<file path="src/rtl/ring_cmd_pkg.sv">
package ring_cmd_pkg;
  localparam int CMD_W = 8;

  typedef struct packed {
    logic       txArm;
    logic       txCancel;
    logic       rxArm;
    logic       rxCancel;
    logic       cfgWrite;
    logic       flagClear;
    logic [1:0] page;
    logic       half;
    logic       bcast;
    logic       longOk;
    logic       clrPor;
    logic       clrRecon;
  } cmdStrobe_t;
endpackage

</file>
<file path="src/rtl/ring_cmd_decode.sv">
module ring_cmd_decode
  import ring_cmd_pkg::*;
(
  input  logic             cmdValid,
  input  logic [CMD_W-1:0] cmdData,
  output cmdStrobe_t       strobe
);
  logic [2:0] opLow;
  assign opLow = cmdData[2:0];

  always_comb begin
    strobe          = '0;
    strobe.page     = cmdData[4:3];
    strobe.half     = cmdData[5];
    strobe.bcast    = cmdData[7];
    strobe.longOk   = cmdData[3];
    strobe.clrPor   = cmdData[3];
    strobe.clrRecon = cmdData[4];
    if (cmdValid) begin
      // exact cancel codes
      strobe.txCancel = (cmdData == 8'h01);
      strobe.rxCancel = (cmdData == 8'h02);
      // b0fn_n100
      strobe.rxArm = (opLow == 3'b100) && !cmdData[6];
      // 00fn_n011
      strobe.txArm = (opLow == 3'b011) && (cmdData[7:6] == 2'b00);
      // 0000_c101
      strobe.cfgWrite = (opLow == 3'b101) && (cmdData[7:4] == 4'b0000);
      // 000r_p110
      strobe.flagClear = (opLow == 3'b110) && (cmdData[7:5] == 3'b000);
    end
  end
endmodule

</file>
<file path="src/rtl/ring_cmd_state.sv">
module ring_cmd_state
  import ring_cmd_pkg::*;
#(
  parameter int ADDR_W     = 11,
  parameter int PAGE_BYTES = 512,
  parameter int HALF_BYTES = PAGE_BYTES / 2
) (
  input  logic              clk,
  input  logic              rstN,
  input  cmdStrobe_t        strobe,
  input  logic              tokenArrive,
  input  logic              rxActive,
  input  logic              rxDone,
  input  logic              txDone,
  input  logic              ackRcvd,
  input  logic              excNakEvt,
  input  logic              reconEvt,
  output logic              txPending,
  output logic              txStart,
  output logic [ADDR_W-1:0] txAddr,
  output logic              rxEnabled,
  output logic [ADDR_W-1:0] rxAddr,
  output logic              bcastAccept,
  output logic              longPktEn,
  output logic              statTa,
  output logic              statTma,
  output logic              statRi,
  output logic              statPor,
  output logic              statExcnak,
  output logic              statRecon
);
  localparam logic [ADDR_W-1:0] PAGE_STEP = ADDR_W'(PAGE_BYTES);
  localparam logic [ADDR_W-1:0] HALF_STEP = ADDR_W'(HALF_BYTES);

  function automatic logic [ADDR_W-1:0] bufStart(input logic [1:0] pg, input logic hf);
    return ADDR_W'(pg) * PAGE_STEP + (hf ? HALF_STEP : '0);
  endfunction

  logic txBusy, txCancelArm, rxCancelArm;
  logic txPendEff, txCanEff, rxCanEff, startTx;

  // Command is resolved first; token logic sees the updated state
  always_comb begin
    txPendEff = strobe.txArm ? 1'b1 : (strobe.txCancel ? 1'b0 : txPending);
    txCanEff  = strobe.txArm ? 1'b0 :
                ((strobe.txCancel && !txBusy) ? 1'b1 : txCancelArm);
    rxCanEff  = strobe.rxArm ? 1'b0 : (strobe.rxCancel ? 1'b1 : rxCancelArm);
    startTx   = tokenArrive && txPendEff && !txBusy;
  end

  always_ff @(posedge clk) begin
    if (!rstN) begin
      txPending   <= 1'b0;
      txStart     <= 1'b0;
      txBusy      <= 1'b0;
      txCancelArm <= 1'b0;
      rxCancelArm <= 1'b0;
      txAddr      <= '0;
      rxAddr      <= '0;
      rxEnabled   <= 1'b0;
      bcastAccept <= 1'b0;
      longPktEn   <= 1'b0;
      statTa      <= 1'b1;
      statTma     <= 1'b0;
      statRi      <= 1'b1;
      statPor     <= 1'b1;
      statExcnak  <= 1'b0;
      statRecon   <= 1'b0;
    end else begin
      // transmit side
      txStart     <= startTx;
      txPending   <= txPendEff && !startTx;
      txCancelArm <= txCanEff && !tokenArrive;
      if (strobe.txArm) begin
        txAddr  <= bufStart(strobe.page, strobe.half);
        statTa  <= 1'b0;
        statTma <= 1'b0;
      end
      if (startTx)               txBusy <= 1'b1;
      else if (txDone)           txBusy <= 1'b0;
      if (tokenArrive && txCanEff) statTa  <= 1'b1;
      if (ackRcvd && txBusy)       statTma <= 1'b1;
      if (txDone && txBusy)        statTa  <= 1'b1;
      // receive side
      rxCancelArm <= rxCanEff && !tokenArrive;
      if (strobe.rxArm) begin
        rxEnabled   <= 1'b1;
        rxAddr      <= bufStart(strobe.page, strobe.half);
        bcastAccept <= strobe.bcast;
        statRi      <= 1'b0;
      end
      if (strobe.rxCancel) rxEnabled <= 1'b0;
      if (tokenArrive && rxCanEff && !rxActive) statRi <= 1'b1;
      if (rxDone) begin
        statRi    <= 1'b1;
        rxEnabled <= 1'b0;
      end
      // configuration and diagnostic flags
      if (strobe.cfgWrite) longPktEn <= strobe.longOk;
      if (strobe.flagClear && strobe.clrPor) begin
        statPor    <= 1'b0;
        statExcnak <= 1'b0;
      end
      if (strobe.flagClear && strobe.clrRecon) statRecon <= 1'b0;
      if (excNakEvt) statExcnak <= 1'b1;
      if (reconEvt)  statRecon  <= 1'b1;
    end
  end

  a_r3_start_after_token: assert property (@(posedge clk) disable iff (!rstN)
    txStart |-> $past(tokenArrive));
  a_r3_start_single: assert property (@(posedge clk) disable iff (!rstN)
    txStart |=> !txStart);
  a_r4_ta_low_in_flight: assert property (@(posedge clk) disable iff (!rstN)
    txBusy |-> !statTa);
  a_r4_tma_needs_flight: assert property (@(posedge clk) disable iff (!rstN)
    $rose(statTma) |-> $past(txBusy));
  a_r7_ri_after_done: assert property (@(posedge clk) disable iff (!rstN)
    rxDone |=> statRi);
  a_r10_por_never_rises: assert property (@(posedge clk) disable iff (!rstN)
    !$rose(statPor));
endmodule

</file>
<file path="src/rtl/ring_cmd_decoder.sv">
module ring_cmd_decoder
  import ring_cmd_pkg::*;
#(
  parameter int ADDR_W     = 11,
  parameter int PAGE_BYTES = 512
) (
  input  logic              clk,
  input  logic              rstN,
  input  logic              cmdValid,
  input  logic [CMD_W-1:0]  cmdData,
  input  logic              tokenArrive,
  input  logic              rxActive,
  input  logic              rxDone,
  input  logic              txDone,
  input  logic              ackRcvd,
  input  logic              excNakEvt,
  input  logic              reconEvt,
  output logic              txPending,
  output logic              txStart,
  output logic [ADDR_W-1:0] txAddr,
  output logic              rxEnabled,
  output logic [ADDR_W-1:0] rxAddr,
  output logic              bcastAccept,
  output logic              longPktEn,
  output logic              statTa,
  output logic              statTma,
  output logic              statRi,
  output logic              statPor,
  output logic              statExcnak,
  output logic              statRecon
);
  cmdStrobe_t strobe;

  ring_cmd_decode u_decode (
    .cmdValid (cmdValid),
    .cmdData  (cmdData),
    .strobe   (strobe)
  );

  ring_cmd_state #(
    .ADDR_W     (ADDR_W),
    .PAGE_BYTES (PAGE_BYTES),
    .HALF_BYTES (PAGE_BYTES / 2)
  ) u_state (
    .clk         (clk),
    .rstN        (rstN),
    .strobe      (strobe),
    .tokenArrive (tokenArrive),
    .rxActive    (rxActive),
    .rxDone      (rxDone),
    .txDone      (txDone),
    .ackRcvd     (ackRcvd),
    .excNakEvt   (excNakEvt),
    .reconEvt    (reconEvt),
    .txPending   (txPending),
    .txStart     (txStart),
    .txAddr      (txAddr),
    .rxEnabled   (rxEnabled),
    .rxAddr      (rxAddr),
    .bcastAccept (bcastAccept),
    .longPktEn   (longPktEn),
    .statTa      (statTa),
    .statTma     (statTma),
    .statRi      (statRi),
    .statPor     (statPor),
    .statExcnak  (statExcnak),
    .statRecon   (statRecon)
  );
endmodule

</file>
<file path="config.mk">
export PLATFORM = sky130hd
export DESIGN_NAME = ring_cmd_decoder
export DESIGN_NICKNAME = d
export VERILOG_FILES = /design/src/rtl/ring_cmd_pkg.sv /design/src/rtl/ring_cmd_decode.sv /design/src/rtl/ring_cmd_state.sv /design/src/rtl/ring_cmd_decoder.sv
export SDC_FILE = /design/constraint.sdc
export NUM_CORES = 1
export LEC_CHECK = 0
export BUFFER_PORTS_ARGS = -buffer_cell sky130_fd_sc_hd__buf_2
export CELL_PAD_IN_SITES_DETAIL_PLACEMENT = 0
export CELL_PAD_IN_SITES_GLOBAL_PLACEMENT = 1
export CORE_MARGIN = 4
export CORE_UTILIZATION = 28
export CTS_CLUSTER_SIZE = 16
export DETAILED_ROUTE_END_ITERATION = 7
export PLACE_DENSITY_LB_ADDON = 0.1
export REMOVE_ABC_BUFFERS = 1
export SLEW_MARGIN = 20
export SYNTH_ARGS = -nofsm -noshare
export SYNTH_HDL_FRONTEND = slang
export SYNTH_HIERARCHICAL = 1
export SYNTH_SLANG_ARGS = --single-unit
</file>
<file path="constraint.sdc">
create_clock -name clk -period 1.5 [get_ports clk]
set_clock_uncertainty 0.2 [all_clocks]
set_input_delay 0.225 -clock clk [delete_from_list [all_inputs] [get_ports clk]]
set_output_delay 0.225 -clock clk [all_outputs]
set_load 0.1 [all_outputs]
</file>
## Word-level counts from Yosys, hierarchy flattened

Cells that the tools add are included.

| word-level totals | value |
|---|---|
| output and inout port bits | 33 |
| input port bits | 18 |
| word-level logic and storage cells | 72 |
| register bits | 36 |

| cells by class | value |
|---|---|
| bitwise logic cells | 1 |
| add/subtract/negate cells | 1 |
| eq/ne operators | 6 |
| reduce and logical (&&, ||, !) cells | 32 |
| muxes and demuxes | 16 |

Operators by type and width:

| kind | number |
|---|---|
| 1-bit logical AND | 17 |
| 1-bit two-way mux | 14 |
| 11-bit adder | 1 |
| 3-bit == test, second input constant | 3 |
| 9-bit two-way mux | 1 |
| 3-bit OR reduction | 3 |
| 8-bit by 1-bit == test with 1-bit output, second input constant | 1 |
| 8-bit by 2-bit == test with 1-bit output, second input constant | 1 |
| 2-bit nonzero test | 4 |
| 6-bit two-way mux | 1 |
| 1-bit logical NOT | 5 |
| 4-bit logical NOT | 1 |
| 3-bit by 2-bit == test with 1-bit output, second input constant | 1 |
| 3-bit logical NOT | 1 |
| 2-bit logical NOT | 1 |
| 1-bit NOT | 1 |

## Depth between registers and ports, before layout

| logic depth | value |
|---|---|
| depth after elaboration | 9 |
| depth in mapped cells | 6 |
| mapped depth without buffers | 5 |

## By module

The synthesis kept the hierarchy.

By module, submodules not included:

| module | cells each | times used | area an instance (sq um) | seq. area each (sq um) |
|---|---|---|---|---|
| ring_cmd_state | 89 | 1 | 858.3 | 400.4 |
| ring_cmd_decode | 21 | 1 | 147.6 | 0.0 |

## Worst setup path before layout

OpenSTA, ideal clock, no wires.

| timing path | value |
|---|---|
| path type | input -> register |
| start point | input port cmdData[4] |
| end point | register u_state.statRi |
| setup time | 0.066 ns |
| buffers on the path | 0 |
| path slack | -0.169 ns |
| cell stages on the path | 5 |
| data required time | 1.234 ns |
| arrival | 1.403 ns |
| path through | or4b_1 nor3_2 o21bai_1 or3b_1 nand4b_1 |

RTL lines:

| what | RTL line | RTL |
|---|---|---|
| start: declaration | ring_cmd_decoder.sv:10 | `input logic [CMD_W-1:0] cmdData,` |
| end signal: assignment | ring_cmd_state.sv:65 | `statRi <= 1'b1;` |
| end signal: assignment | ring_cmd_state.sv:90 | `statRi <= 1'b0;` |
| end signal: assignment | ring_cmd_state.sv:93 | `if (tokenArrive && rxCanEff && !rxActive) statRi <= 1'b1;` |
| end: declaration | ring_cmd_state.sv:27 | `output logic statRi,` |

==> results.tsv <==
stage	metric	value	unit
finish	finalNetCount	180	
floorplanning	core_area	3420	um^2
finish	num_antenna_cells	0	
setup_path	startpoint_type	input pin	
floorplanning	boundaryPins	51	
place	hpwlAfterDp	1710	um
synthesis	synth-warning-count	6	
finish	synthToLayoutAreaGrowth	52.6	%
synthesis	netlist-cell-type-count	27	
setup_path	r2r_slack	0.38	ns
synthesis	netlist_area	1010	um^2
worst_hold_path	hold_path.class	in -> reg	
cts	cts_root_buffer	sky130_fd_sc_hd__clkbuf_4	
worst_hold_path	worst_hold_startpoint	cmdData[7]	
setup_path	criticalPathCategory	in -> reg	
cts	numClockSinks	20	
timing	fmax	0.657	GHz
cts	clock_tree_from_tritoncts	built	
route	wl_per_cell	11.0	um
finish	layout-drive-gt1-share	38.5	%
setup_path	critical_path.reg2reg.startpoint	u_state/rxCancelArm	
place	globalplace.congestion	0.774	
grt	grt_remaining_overflow	0	
synthesis	synth_edf_count	0	
timing	drv_slew	0	
synthesis	synth_largest_area_cell	sky130_fd_sc_hd__dfxtp_1	
grt	grt_first_pass_wirelength	3690	um
cts	clk_path_buf_depth	2	
timing	timing.setup.tns	-0.0210	ns
place	post_dp_cell_area	1320	um^2
floorplanning	num_rows	21	
job	maxCapViolations	0	
synthesis	synth-seq-area-share	39.8	%
route	drcViolationCount	0	
setup_path	cp_data_required_time	1.54	ns
synthesis	dominant_cells_by_area_after_synthesis	sky130_fd_sc_hd__dfxtp_1 40%, sky130_fd_sc_hd__buf_4 17%, sky130_fd_sc_hd__mux2i_1 8.0%	
timing	min_period	1.52	ns
timing	final_layout_worst_hold_slack	0.0145	ns
route	vias	838	
synthesis	synth_top_area_share	39.8	%
synthesis	synth_cells	110	
grt	antenna_found_initial	0	
finish	fill_cells	360	
floorplanning	initial_core_util	29.5	%
synthesis	synth_async_sr_flop_share	0	%
grt	grt_util_all_layers	10.4	%
timing	setup_repair_after_global_routing_missed_its_margin	yes	
finish	final-seq-area	400	um^2
synthesis	mean_instance_size_in_the_synthesized_netlist	9.15	um^2
route	antenna_violating_nets_post_route	0	
outcome	run_status	finished with violations	
timing	final_hold_viol_count	0	
setup_path	cp_data_arrival_time	1.56	ns
place	dpl.cell_count	191	
cts	htree_levels	1	
grt	pin_count_of_the_biggest_net_entering_global_routing	19	
pwr	power_per_cell_area	789	nW/um^2
cts	clock_buffers_created_by_tritoncts	3	
setup_path	critPathCaptureType	flip-flop	
finish	multi_input_comb_area	500	um^2
setup_path	startpoint	cmdData[3]	
route	avgViaCountPerCell	4.05	
synthesis	ys.flop_type	sky130_fd_sc_hd__dfxtp_1	
synthesis	ys_seq_elements	20	
grt	via_count_of_the_first_global_routing_pass	866	
floorplanning	die_h	67.9	um
outcome	failed_checks	negative setup slack	
timing	setup_viol_count_final	1	
cts	clk-insertion-delay-late	0.29	ns
finish	finalInstanceArea	1540	um^2
route	detail_route.iter0.violations	13	
cts	path_clk_slew	0.11	ns
timing	layout_setup_ws	-0.0210	ns
floorplanning	die_width	67.9	um
finish	instances_no_fill	207	
place	io_buffer_count	34	
timing	timing.final.crit_share	101	%
pwr	cellLeakagePower	0.665	nW
route	finalWirelength	2270	um
pwr	vdd.ir_drop.worst	0.375	mV
setup_path	cp_max_fo	2	
floorplanning	fp.dieArea	4620	um^2
route	drt_pass1_iterations	4	
registers in the layout (all words and copies together), names as in the netlist:
signal / count
u_state/rxAddr: 3
u_state/txAddr: 3
u_state/bcastAccept: 1
u_state/longPktEn: 1
u_state/rxCancelArm: 1
u_state/rxEnabled: 1
u_state/statExcnak: 1
u_state/statPor: 1
u_state/statRecon: 1
u_state/statRi: 1
u_state/statTa: 1
u_state/statTma: 1
u_state/txBusy: 1
u_state/txCancelArm: 1
u_state/txPending: 1
u_state/txStart: 1
cells in the mapped netlist (all sizes together) (3+ instances only):
cell	instances
a21oi	5
buf	25
dfxtp	20
mux2i	8
nand2	7
nand2b	6
nor2	3
nor2b	12
nor3	5
where the power goes:
group | internal, W | switching (W)
Clock | 0.000148 | 0.000166
Combinational | 0.0000776 | 0.000277
Sequential | 0.000538 | 0.00000455
Total | 0.000764 | 0.000448
through the flow:
stage	worst slack, ns	power [W]	util (%)
6_report	-0.0210	0.00121	44.9
4_1_cts	-0.0602	0.00122	43.6
2_1_floorplan	-0.429	0.000808	-
3_5_place_dp	-0.415	0.000882	38.6
5_1_grt	-0.0429	0.00126	44.9
3_3_place_gp	-0.405	0.000881	38.6
layout by cell type (no fill, tap or decap), drive strengths merged, types with 2 or more instances in the layout:
cell type | Yosys | layout
nor2 | 3 | 3
nand2 | 7 | 7
buf | 25 | 51
or3 | 2 | 2
nand2b | 6 | 6
dfxtp | 20 | 20
nor4 | 2 | 2
o21ai | 2 | 2
nor2b | 12 | 12
dlygate4sd3 | 0 | 6
clkbuf | 1 | 5
or3b | 2 | 2
a21oi | 5 | 5
conb | 1 | 16
mux2i | 8 | 8
inv | 2 | 2
nor3 | 5 | 5
timing repair:
action                                  in CTS  in global routing
endpoints found under the setup margin      10                 12
hold buffers                                 6                  0
hold endpoints to repair                     8                  0
setup buffers                                4                  2
pin swaps                                    3                  2
gates cloned                                 0                  0
resized for setup                           13                  6
layout make-up:
| type | count | share of cell area (%) |
|---|---|---|
| timing repair buffer | 58 | 34.7 |
| inverter | 2 | 0.489 |
| sequential | 20 | 26.1 |
| tap | 46 | 3.75 |
| clock buffer | 4 | 2.36 |
| multi-input combinational | 77 | 32.6 |
cells by family (layout without fill, tap and decap cells):
| kind of cell | count (synthesis) | count (layout) | share of synthesized area [%] |
|---|---|---|---|
| multiplexers | 8 | 8 | 7.96 |
| AND/OR/NAND/NOR | 43 | 43 | 26.2 |
| other | 1 | 16 | 0.373 |
| flip-flops | 20 | 20 | 39.8 |
| AO/OA/AOI/OAI | 10 | 10 | 5.72 |
| buffers and inverters | 28 | 64 | 19.9 |
final timing paths:
check / end / cells past startpoint
max: u_state/statRi / 6
max reg2reg: u_state/statRi / 3
min: u_state/bcastAccept / 3
min reg2reg: u_state/statPor / 2
critical path, cell delays in order:
cell and delay (ns):
sky130_fd_sc_hd__buf_6 0.09, sky130_fd_sc_hd__or4b_4 0.54, sky130_fd_sc_hd__nor3_4 0.14, sky130_fd_sc_hd__o21bai_1 0.10
sky130_fd_sc_hd__or3b_1 0.36, sky130_fd_sc_hd__nand4b_1 0.10
layer usage:
layer  part of all wire [%]  vias up  track usage [%]
met4                   0.57        0             4.47
met3                    8.9        2             2.46
li1                       -      427                -
met1                     46      373             12.6
met5                      0        -                0
met2                     44       36             17.4
No activity file was read; power rests on OpenSTA's default activity.
